$ cat src/rtl/mpr_pkg.sv
package mpr_pkg;
  parameter int unsigned DATA_W = 8;

  typedef enum logic [2:0] {
    S_IDLE,
    S_START,
    S_DATA,
    S_PAR,
    S_MPB,
    S_STOP
  } rx_state_e;

  typedef struct packed {
    logic [DATA_W-1:0] data;
    logic              par_bit;
    logic              mp_bit;
    logic              stop_ok;
  } frame_t;
endpackage

$ cat src/rtl/mpr_tick_gen.sv
module mpr_tick_gen #(
  parameter int unsigned CLK_DIV = 27
) (
  input  logic clk,
  input  logic rst_n,
  output logic tick
);
  localparam int unsigned CW = (CLK_DIV > 1) ? $clog2(CLK_DIV) : 1;

  logic [CW-1:0] cnt;

  generate
    if (CLK_DIV <= 1) begin : g_every
      assign tick = 1'b1;
      always_ff @(posedge clk or negedge rst_n) begin
        if (!rst_n) cnt <= '0;
        else        cnt <= '0;
      end
    end else begin : g_div
      always_ff @(posedge clk or negedge rst_n) begin
        if (!rst_n) begin
          cnt  <= '0;
        end else if (cnt == CW'(CLK_DIV - 1)) begin
          cnt  <= '0;
        end else begin
          cnt  <= cnt + 1'b1;
        end
      end
      assign tick = (cnt == CW'(CLK_DIV - 1));
    end
  endgenerate
endmodule

$ cat src/rtl/mpr_deser.sv
module mpr_deser
  import mpr_pkg::*;
#(
  parameter int unsigned OVS = 16
) (
  input  logic   clk,
  input  logic   rst_n,
  input  logic   tick,
  input  logic   rxd,
  input  logic   par_en,
  output logic   done,
  output frame_t frame
);
  localparam int unsigned OW   = $clog2(OVS);
  localparam int unsigned MID  = OVS / 2 - 1;
  localparam int unsigned LAST = OVS - 1;
  localparam int unsigned BW   = $clog2(DATA_W);

  logic              sync1, rx_s, rx_prev;
  rx_state_e         state;
  logic [OW-1:0]     os_cnt;
  logic [BW-1:0]     bit_idx;
  logic [DATA_W-1:0] shreg;
  logic              par_q, mp_q, stop_q;
  logic              at_last;

  assign at_last = (os_cnt == OW'(LAST));

  // two-flop synchronizer, idle level high
  always_ff @(posedge clk or negedge rst_n) begin
    if (!rst_n) begin
      sync1 <= 1'b1;
      rx_s  <= 1'b1;
    end else begin
      sync1 <= rxd;
      rx_s  <= sync1;
    end
  end

  always_ff @(posedge clk or negedge rst_n) begin
    if (!rst_n) begin
      state   <= S_IDLE;
      rx_prev <= 1'b1;
      os_cnt  <= '0;
      bit_idx <= '0;
      shreg   <= '0;
      par_q   <= 1'b0;
      mp_q    <= 1'b0;
      stop_q  <= 1'b0;
      done    <= 1'b0;
    end else begin
      done <= 1'b0;
      if (tick) begin
        rx_prev <= rx_s;
        unique case (state)
          S_IDLE: begin
            if (rx_prev && !rx_s) begin
              state  <= S_START;
              os_cnt <= '0;
            end
          end
          S_START: begin
            if (os_cnt == OW'(MID)) begin
              os_cnt  <= '0;
              bit_idx <= '0;
              state   <= rx_s ? S_IDLE : S_DATA;
            end else begin
              os_cnt <= os_cnt + 1'b1;
            end
          end
          S_DATA: begin
            if (at_last) begin
              os_cnt  <= '0;
              shreg   <= {rx_s, shreg[DATA_W-1:1]};
              bit_idx <= bit_idx + 1'b1;
              if (bit_idx == BW'(DATA_W - 1))
                state <= par_en ? S_PAR : S_MPB;
            end else begin
              os_cnt <= os_cnt + 1'b1;
            end
          end
          S_PAR: begin
            if (at_last) begin
              os_cnt <= '0;
              par_q  <= rx_s;
              state  <= S_MPB;
            end else begin
              os_cnt <= os_cnt + 1'b1;
            end
          end
          S_MPB: begin
            if (at_last) begin
              os_cnt <= '0;
              mp_q   <= rx_s;
              state  <= S_STOP;
            end else begin
              os_cnt <= os_cnt + 1'b1;
            end
          end
          S_STOP: begin
            if (at_last) begin
              os_cnt <= '0;
              stop_q <= rx_s;
              done   <= 1'b1;
              state  <= S_IDLE;
            end else begin
              os_cnt <= os_cnt + 1'b1;
            end
          end
          default: state <= S_IDLE;
        endcase
      end
    end
  end

  assign frame.data    = shreg;
  assign frame.par_bit = par_q;
  assign frame.mp_bit  = mp_q;
  assign frame.stop_ok = stop_q;
endmodule

$ cat src/rtl/mpr_status.sv
module mpr_status
  import mpr_pkg::*;
(
  input  logic              clk,
  input  logic              rst_n,
  input  logic              done,
  input  frame_t            frame,
  input  logic              par_en,
  input  logic              par_odd,
  input  logic              cfg_wr,
  input  logic              cfg_filt,
  input  logic              cfg_teie,
  input  logic [2:0]        flag_clr,
  input  logic              rd_fire,
  output logic [DATA_W-1:0] hold,
  output logic              full,
  output logic              fer,
  output logic              per,
  output logic              ore,
  output logic              mp_flag,
  output logic              filt_en,
  output logic              teie
);
  logic accept, perr, busy;

  assign accept = !filt_en || frame.mp_bit;
  assign perr   = par_en && (frame.par_bit != ((^frame.data) ^ par_odd));
  assign busy   = full && !rd_fire;

  always_ff @(posedge clk or negedge rst_n) begin
    if (!rst_n) begin
      hold    <= '0;
      full    <= 1'b0;
      fer     <= 1'b0;
      per     <= 1'b0;
      ore     <= 1'b0;
      mp_flag <= 1'b0;
      filt_en <= 1'b0;
      teie    <= 1'b0;
    end else begin
      if (rd_fire)     full <= 1'b0;
      if (flag_clr[0]) fer  <= 1'b0;
      if (flag_clr[1]) per  <= 1'b0;
      if (flag_clr[2]) ore  <= 1'b0;
      if (cfg_wr) begin
        filt_en <= cfg_filt;
        teie    <= cfg_teie;
      end
      if (done && accept) begin
        mp_flag <= frame.mp_bit;
        if (filt_en && !cfg_wr) filt_en <= 1'b0;
        if (busy) begin
          ore <= 1'b1;
        end else begin
          hold <= frame.data;
          full <= 1'b1;
          if (!frame.stop_ok) fer <= 1'b1;
          if (perr)           per <= 1'b1;
        end
      end
    end
  end
endmodule

$ cat src/rtl/mp_rx_top.sv
module mp_rx_top
  import mpr_pkg::*;
#(
  parameter int unsigned CLK_DIV = 27,
  parameter int unsigned OVS     = 16
) (
  input  logic              clk,
  input  logic              rst_n,
  input  logic              rxd,
  input  logic              par_en,
  input  logic              par_odd,
  input  logic              cfg_wr,
  input  logic              cfg_filt,
  input  logic              cfg_teie,
  input  logic [2:0]        flag_clr,
  input  logic              tx_end,
  output logic [DATA_W-1:0] rx_data,
  output logic              rx_valid,
  input  logic              rx_ready,
  output logic              fer,
  output logic              per,
  output logic              ore,
  output logic              mp_flag,
  output logic              filt_en,
  output logic              teie,
  output logic              rxi_irq,
  output logic              eri_irq,
  output logic              tei_irq
);
  logic   os_tick;
  logic   frame_done;
  frame_t frame;
  logic   frame_mp;
  logic   full;
  logic   rd_fire;

  mpr_tick_gen #(.CLK_DIV(CLK_DIV)) u_tick (
    .clk  (clk),
    .rst_n(rst_n),
    .tick (os_tick)
  );

  mpr_deser #(.OVS(OVS)) u_deser (
    .clk   (clk),
    .rst_n (rst_n),
    .tick  (os_tick),
    .rxd   (rxd),
    .par_en(par_en),
    .done  (frame_done),
    .frame (frame)
  );

  assign frame_mp = frame.mp_bit;
  assign rd_fire  = full && rx_ready;

  mpr_status u_status (
    .clk     (clk),
    .rst_n   (rst_n),
    .done    (frame_done),
    .frame   (frame),
    .par_en  (par_en),
    .par_odd (par_odd),
    .cfg_wr  (cfg_wr),
    .cfg_filt(cfg_filt),
    .cfg_teie(cfg_teie),
    .flag_clr(flag_clr),
    .rd_fire (rd_fire),
    .hold    (rx_data),
    .full    (full),
    .fer     (fer),
    .per     (per),
    .ore     (ore),
    .mp_flag (mp_flag),
    .filt_en (filt_en),
    .teie    (teie)
  );

  assign rx_valid = full;
  assign rxi_irq  = full;
  assign eri_irq  = fer | per | ore;
  assign tei_irq  = teie & tx_end;
endmodule

$ cat config.mk
export PLATFORM = sky130hd
export DESIGN_NAME = mp_rx_top
export DESIGN_NICKNAME = d
export VERILOG_FILES = /design/src/rtl/mpr_pkg.sv /design/src/rtl/mpr_tick_gen.sv /design/src/rtl/mpr_deser.sv /design/src/rtl/mpr_status.sv /design/src/rtl/mp_rx_top.sv
export SDC_FILE = /design/constraint.sdc
export NUM_CORES = 1
export LEC_CHECK = 0
export BUFFER_PORTS_ARGS = -buffer_cell sky130_fd_sc_hd__buf_2
export CORE_MARGIN = 1
export CORE_UTILIZATION = 39
export CTS_BUF_LIST = sky130_fd_sc_hd__clkbuf_16
export CTS_CLUSTER_DIAMETER = 30
export CTS_CLUSTER_SIZE = 30
export DETAILED_ROUTE_END_ITERATION = 6
export GPL_TIMING_DRIVEN = 0
export MAX_ROUTING_LAYER = met4
export PLACE_DENSITY_LB_ADDON = 0.08
export SETUP_SLACK_MARGIN = 0.1
export SLEW_MARGIN = 5
export SYNTH_ARGS = -nofsm -noshare
export SYNTH_HDL_FRONTEND = slang
export SYNTH_HIERARCHICAL = 1
export SYNTH_SLANG_ARGS = --single-unit
$ cat constraint.sdc
create_clock -name clk -period 2.6 [get_ports clk]
set_input_delay 0.52 -clock clk [delete_from_list [all_inputs] [get_ports clk]]
set_output_delay 0.52 -clock clk [all_outputs]
set_load 0.01 [all_outputs]
==> results.py <==
metrics = {
    "timing": {
        "slew_violations": 0,
        "fmax_ghz": 0.462,
        "post-route-period-util_pct": 83.3,
        "maxSlewHeadroom_pct": 32.9,
        "fin_hold_ws_ns": 0.336,
        "hold_viol_final": 0,
        "finalSetupTns_ns": 0,
        "rsz0062_at_grt": "no",
        "worst_pin_slew_ns": 1.01,
        "finalCriticalPeriod_ns": 2.17,
        "setup_viol": 0,
        "fin_skew_ns": 0.00603,
    },
    "setup_path": {
        "r2r_start": "u_tick/cnt[0]",
        "critPathMaxFanout": 9,
        "cp.required_ns": 2.77,
        "rrSetupSlack_ns": 0.43,
        "cp.arrival_ns": 2.34,
        "cp-start-kind": "flip-flop",
        "ff2ff_path_depth": 7,
        "end_kind": "flip-flop",
        "r2r-end": "u_deser/stop_q",
        "crit_type": "flip-flop to flip-flop",
    },
    "clock_network": {
        "clock_latency_ns": 0.28,
        "h-tree-depth": 2,
        "hold_buffers": 0,
        "cts_buffers": 5,
        "clock_sinks": 45,
        "cts_resized": 0,
        "clock_path_buffers": 2,
        "clk_pin_slew_ns": 0.06,
        "root_buffer": "clkbuf_16",
        "post_cts_buffers": 0,
        "cts_tree": "built",
    },
    "finish": {
        "fillers": 529,
        "diodes": 0,
        "syn_to_final_growth_pct": 18.0,
        "nets": 255,
        "drive_gt1_share_pct": 33.6,
    },
    "floorplanning": {
        "io_pins": 31,
        "initial_utilization_pct": 40.9,
        "rows": 27,
        "fp.dieH_um": 78.2,
        "die_area_um2": 6120,
        "die_w_um": 78.2,
        "core_area_um2": 5540,
    },
    "grt": {
        "grt_start_max_net_pins": 46,
        "gr-usage-all-layers_pct": 14.7,
        "grt_pass1_vias": 1472,
        "grt_first_pass_wirelength_um": 6780,
        "antenna_found_initial": 0,
        "grt-ovfl-total": 0,
    },
    "route": {
        "drt_drc_violations_left": 0,
        "wl_um": 4000,
        "first_pass_iters": 4,
        "ant_nets": 0,
        "wl_per_cell_um": 12.9,
        "detailroute.via_count": 1542,
        "drt-initial-drc-count": 61,
        "viasPerCell": 4.97,
    },
    "flow_run": {
        "maxCapViolCount": 0,
    },
    "power_and_ir_drop": {
        "ir_worst_vdd_mv": 0.346,
        "power_density_nw_per_um2": 552,
        "p_leak_nw": 1.33,
    },
    "place": {
        "gp_congestion": 0.800,
        "dpl.hpwl_um": 2810,
        "io_buffers": 30,
    },
    "worst_hold_path": {
        "hold_path.class": "input pin to flip-flop",
        "hold_end": "u_deser/sync1",
        "min_path_cells": 1,
        "worstHoldStart": "rxd",
    },
    "synthesis": {
        "synth_flop_cell": "dfrtp_1",
        "synthArstFlopShare_pct": 100,
        "ys_ff_latch": 45,
        "syn_inst": 200,
        "synth-warning-count": 6,
        "syn_area_per_cell_um2": 11.3,
        "ys_seq_area_share_pct": 49.9,
        "yosys.area.top_type": "dfrtp_1",
        "synth_cell_types": 51,
        "synth_edf_count": 0,
        "syn_area_um2": 2270,
        "synth_top_cell_area_share_pct": 46.4,
        "synth_area_leaders": "dfrtp_1 46%, mux2_2 10%, dfstp_2 3.5%",
        "syn-num-nets": 218,
    },
    "status": {
        "outcome": "finished, final reports clean",
    },
}
stage by stage:
stage | setup slack (ns) | std cells | util, % | area (µm²) | power (mW)
after floorplan | 0.666 | 200 | - | 2270 | 0.746
after global placement | 0.417 | 302 | 45.2 | 2510 | 0.781
after detailed placement | 0.406 | 302 | 45.2 | 2510 | 0.781
after CTS | 0.400 | 310 | 48.3 | 2670 | 1.51
after global routing | 0.310 | 310 | 48.3 | 2670 | 1.54
final | 0.433 | 310 | 48.3 | 2670 | 1.48
report_power, final:
part / switching, mW / leakage (nW) / internal, mW
Combinational: 0.0297 / 0.648 / 0.0216
Clock: 0.259 / 0.0852 / 0.451
Sequential: 0.00571 / 0.599 / 0.709
Total: 0.295 / 1.33 / 1.18
state kept, by name, indices dropped and copies added (netlist names):
register          count
u_deser/rx_s          1
u_deser/sync1         1
u_status/full         1
u_deser/mp_q          1
u_status/ore          1
u_tick/cnt            5
u_status/mp_flag      1
u_deser/shreg         8
u_deser/par_q         1
u_status/teie         1
u_deser/bit_idx       3
u_deser/os_cnt        4
u_status/hold         8
u_status/fer          1
u_deser/done          1
u_status/filt_en      1
u_deser/rx_prev       1
u_deser/state         3
u_deser/stop_q        1
u_status/per          1
layer usage:
layer | GRT usage (%) | vias up | wire [µm]
li1 | - | 774 | -
met1 | 18.7 | 738 | 1970
met2 | 22.8 | 26 | 1830
met3 | 3.49 | 4 | 153
met4 | 5.56 | 0 | 40
met5 | - | - | 0
Yosys cell counts, types with 2 or more instances:
| library cell | instances |
|---|---|
| a21oi_1 | 5 |
| nor3_1 | 2 |
| a21bo_2 | 3 |
| dfstp_2 | 3 |
| nand2b_1 | 7 |
| nor2b_1 | 4 |
| nand3b_1 | 2 |
| nand2_1 | 15 |
| inv_1 | 9 |
| nand3_1 | 2 |
| xnor2_1 | 6 |
| o22ai_1 | 2 |
| dfrtp_1 | 42 |
| and3_1 | 3 |
| a211o_1 | 3 |
| nor2_1 | 8 |
| buf_4 | 5 |
| and2_1 | 4 |
| buf_2 | 5 |
| o21ai_0 | 11 |
| and4b_1 | 3 |
| nand4_1 | 3 |
| ha_1 | 5 |
| mux2_2 | 21 |
worst max-delay path: stages, from the launching register on:
cell and delay, ns:
dfrtp_1 0.42, inv_1 0.07, ha_1 0.19, and4b_1 0.42, and4_1 0.24, clkbuf_2 0.19
and3_1 0.20, mux2_2 0.33
cell usage in the layout (no fill, tap or decap), types with 3 or more instances in the layout:
| master | netlist | routed |
|---|---|---|
| a211o_1 | 3 | 3 |
| dfrtp_1 | 42 | 42 |
| mux2_2 | 21 | 21 |
| nand2_1 | 15 | 15 |
| o21ai_0 | 11 | 11 |
| nand4_1 | 3 | 3 |
| and3_1 | 3 | 3 |
| and4b_1 | 3 | 3 |
| clkbuf_16 | 0 | 5 |
| a21oi_1 | 5 | 5 |
| inv_1 | 9 | 10 |
| buf_2 | 5 | 35 |
| nor2b_1 | 4 | 4 |
| ha_1 | 5 | 5 |
| buf_4 | 5 | 5 |
| nor2_1 | 8 | 8 |
| xnor2_1 | 6 | 6 |
| nand2b_1 | 7 | 7 |
| dfstp_2 | 3 | 3 |
| and2_1 | 4 | 4 |
| a21bo_2 | 3 | 3 |
cell type report:
class	instances	area, µm²	area share (%)
flip-flops and latches	45	1130	42.3
multi-input cells	134	1020	38.3
repair buffers	30	150	5.62
clock buffers	5	125	4.68
well taps	72	90.1	3.37
plain buffers	12	78.8	2.95
clock inverters	3	42.5	1.59
inverters	9	33.8	1.26
cell families (layout without fill, tap and decap cells):
group | after synthesis | in the layout | share of synthesized area [%]
xor+xnor | 8 | 8 | 3.70
fa+ha+maj | 5 | 5 | 2.76
buf+inv | 21 | 59 | 4.97
mux | 21 | 21 | 10.4
flops | 45 | 45 | 49.9
compound gates | 37 | 37 | 12.4
simple gates | 63 | 63 | 15.8
how the worst max path moves through the flow:
| stage | depth (start not counted) | slack (ns) | to | from |
|---|---|---|---|---|
| 6_report | 7 | 0.43 | u_deser/stop_q | u_tick/cnt[0] |
| 5_1_grt | 7 | 0.31 | u_deser/stop_q | u_tick/cnt[0] |
| 4_1_cts | 7 | 0.40 | u_deser/stop_q | u_tick/cnt[0] |
| 3_5_place_dp | 7 | 0.41 | u_deser/stop_q | u_tick/cnt[0] |
| 3_3_place_gp | 7 | 0.42 | u_deser/stop_q | u_tick/cnt[0] |
| 2_1_floorplan | 7 | 0.67 | u_deser/stop_q | u_tick/cnt[0] |
(Power assumes the default switching activity.)
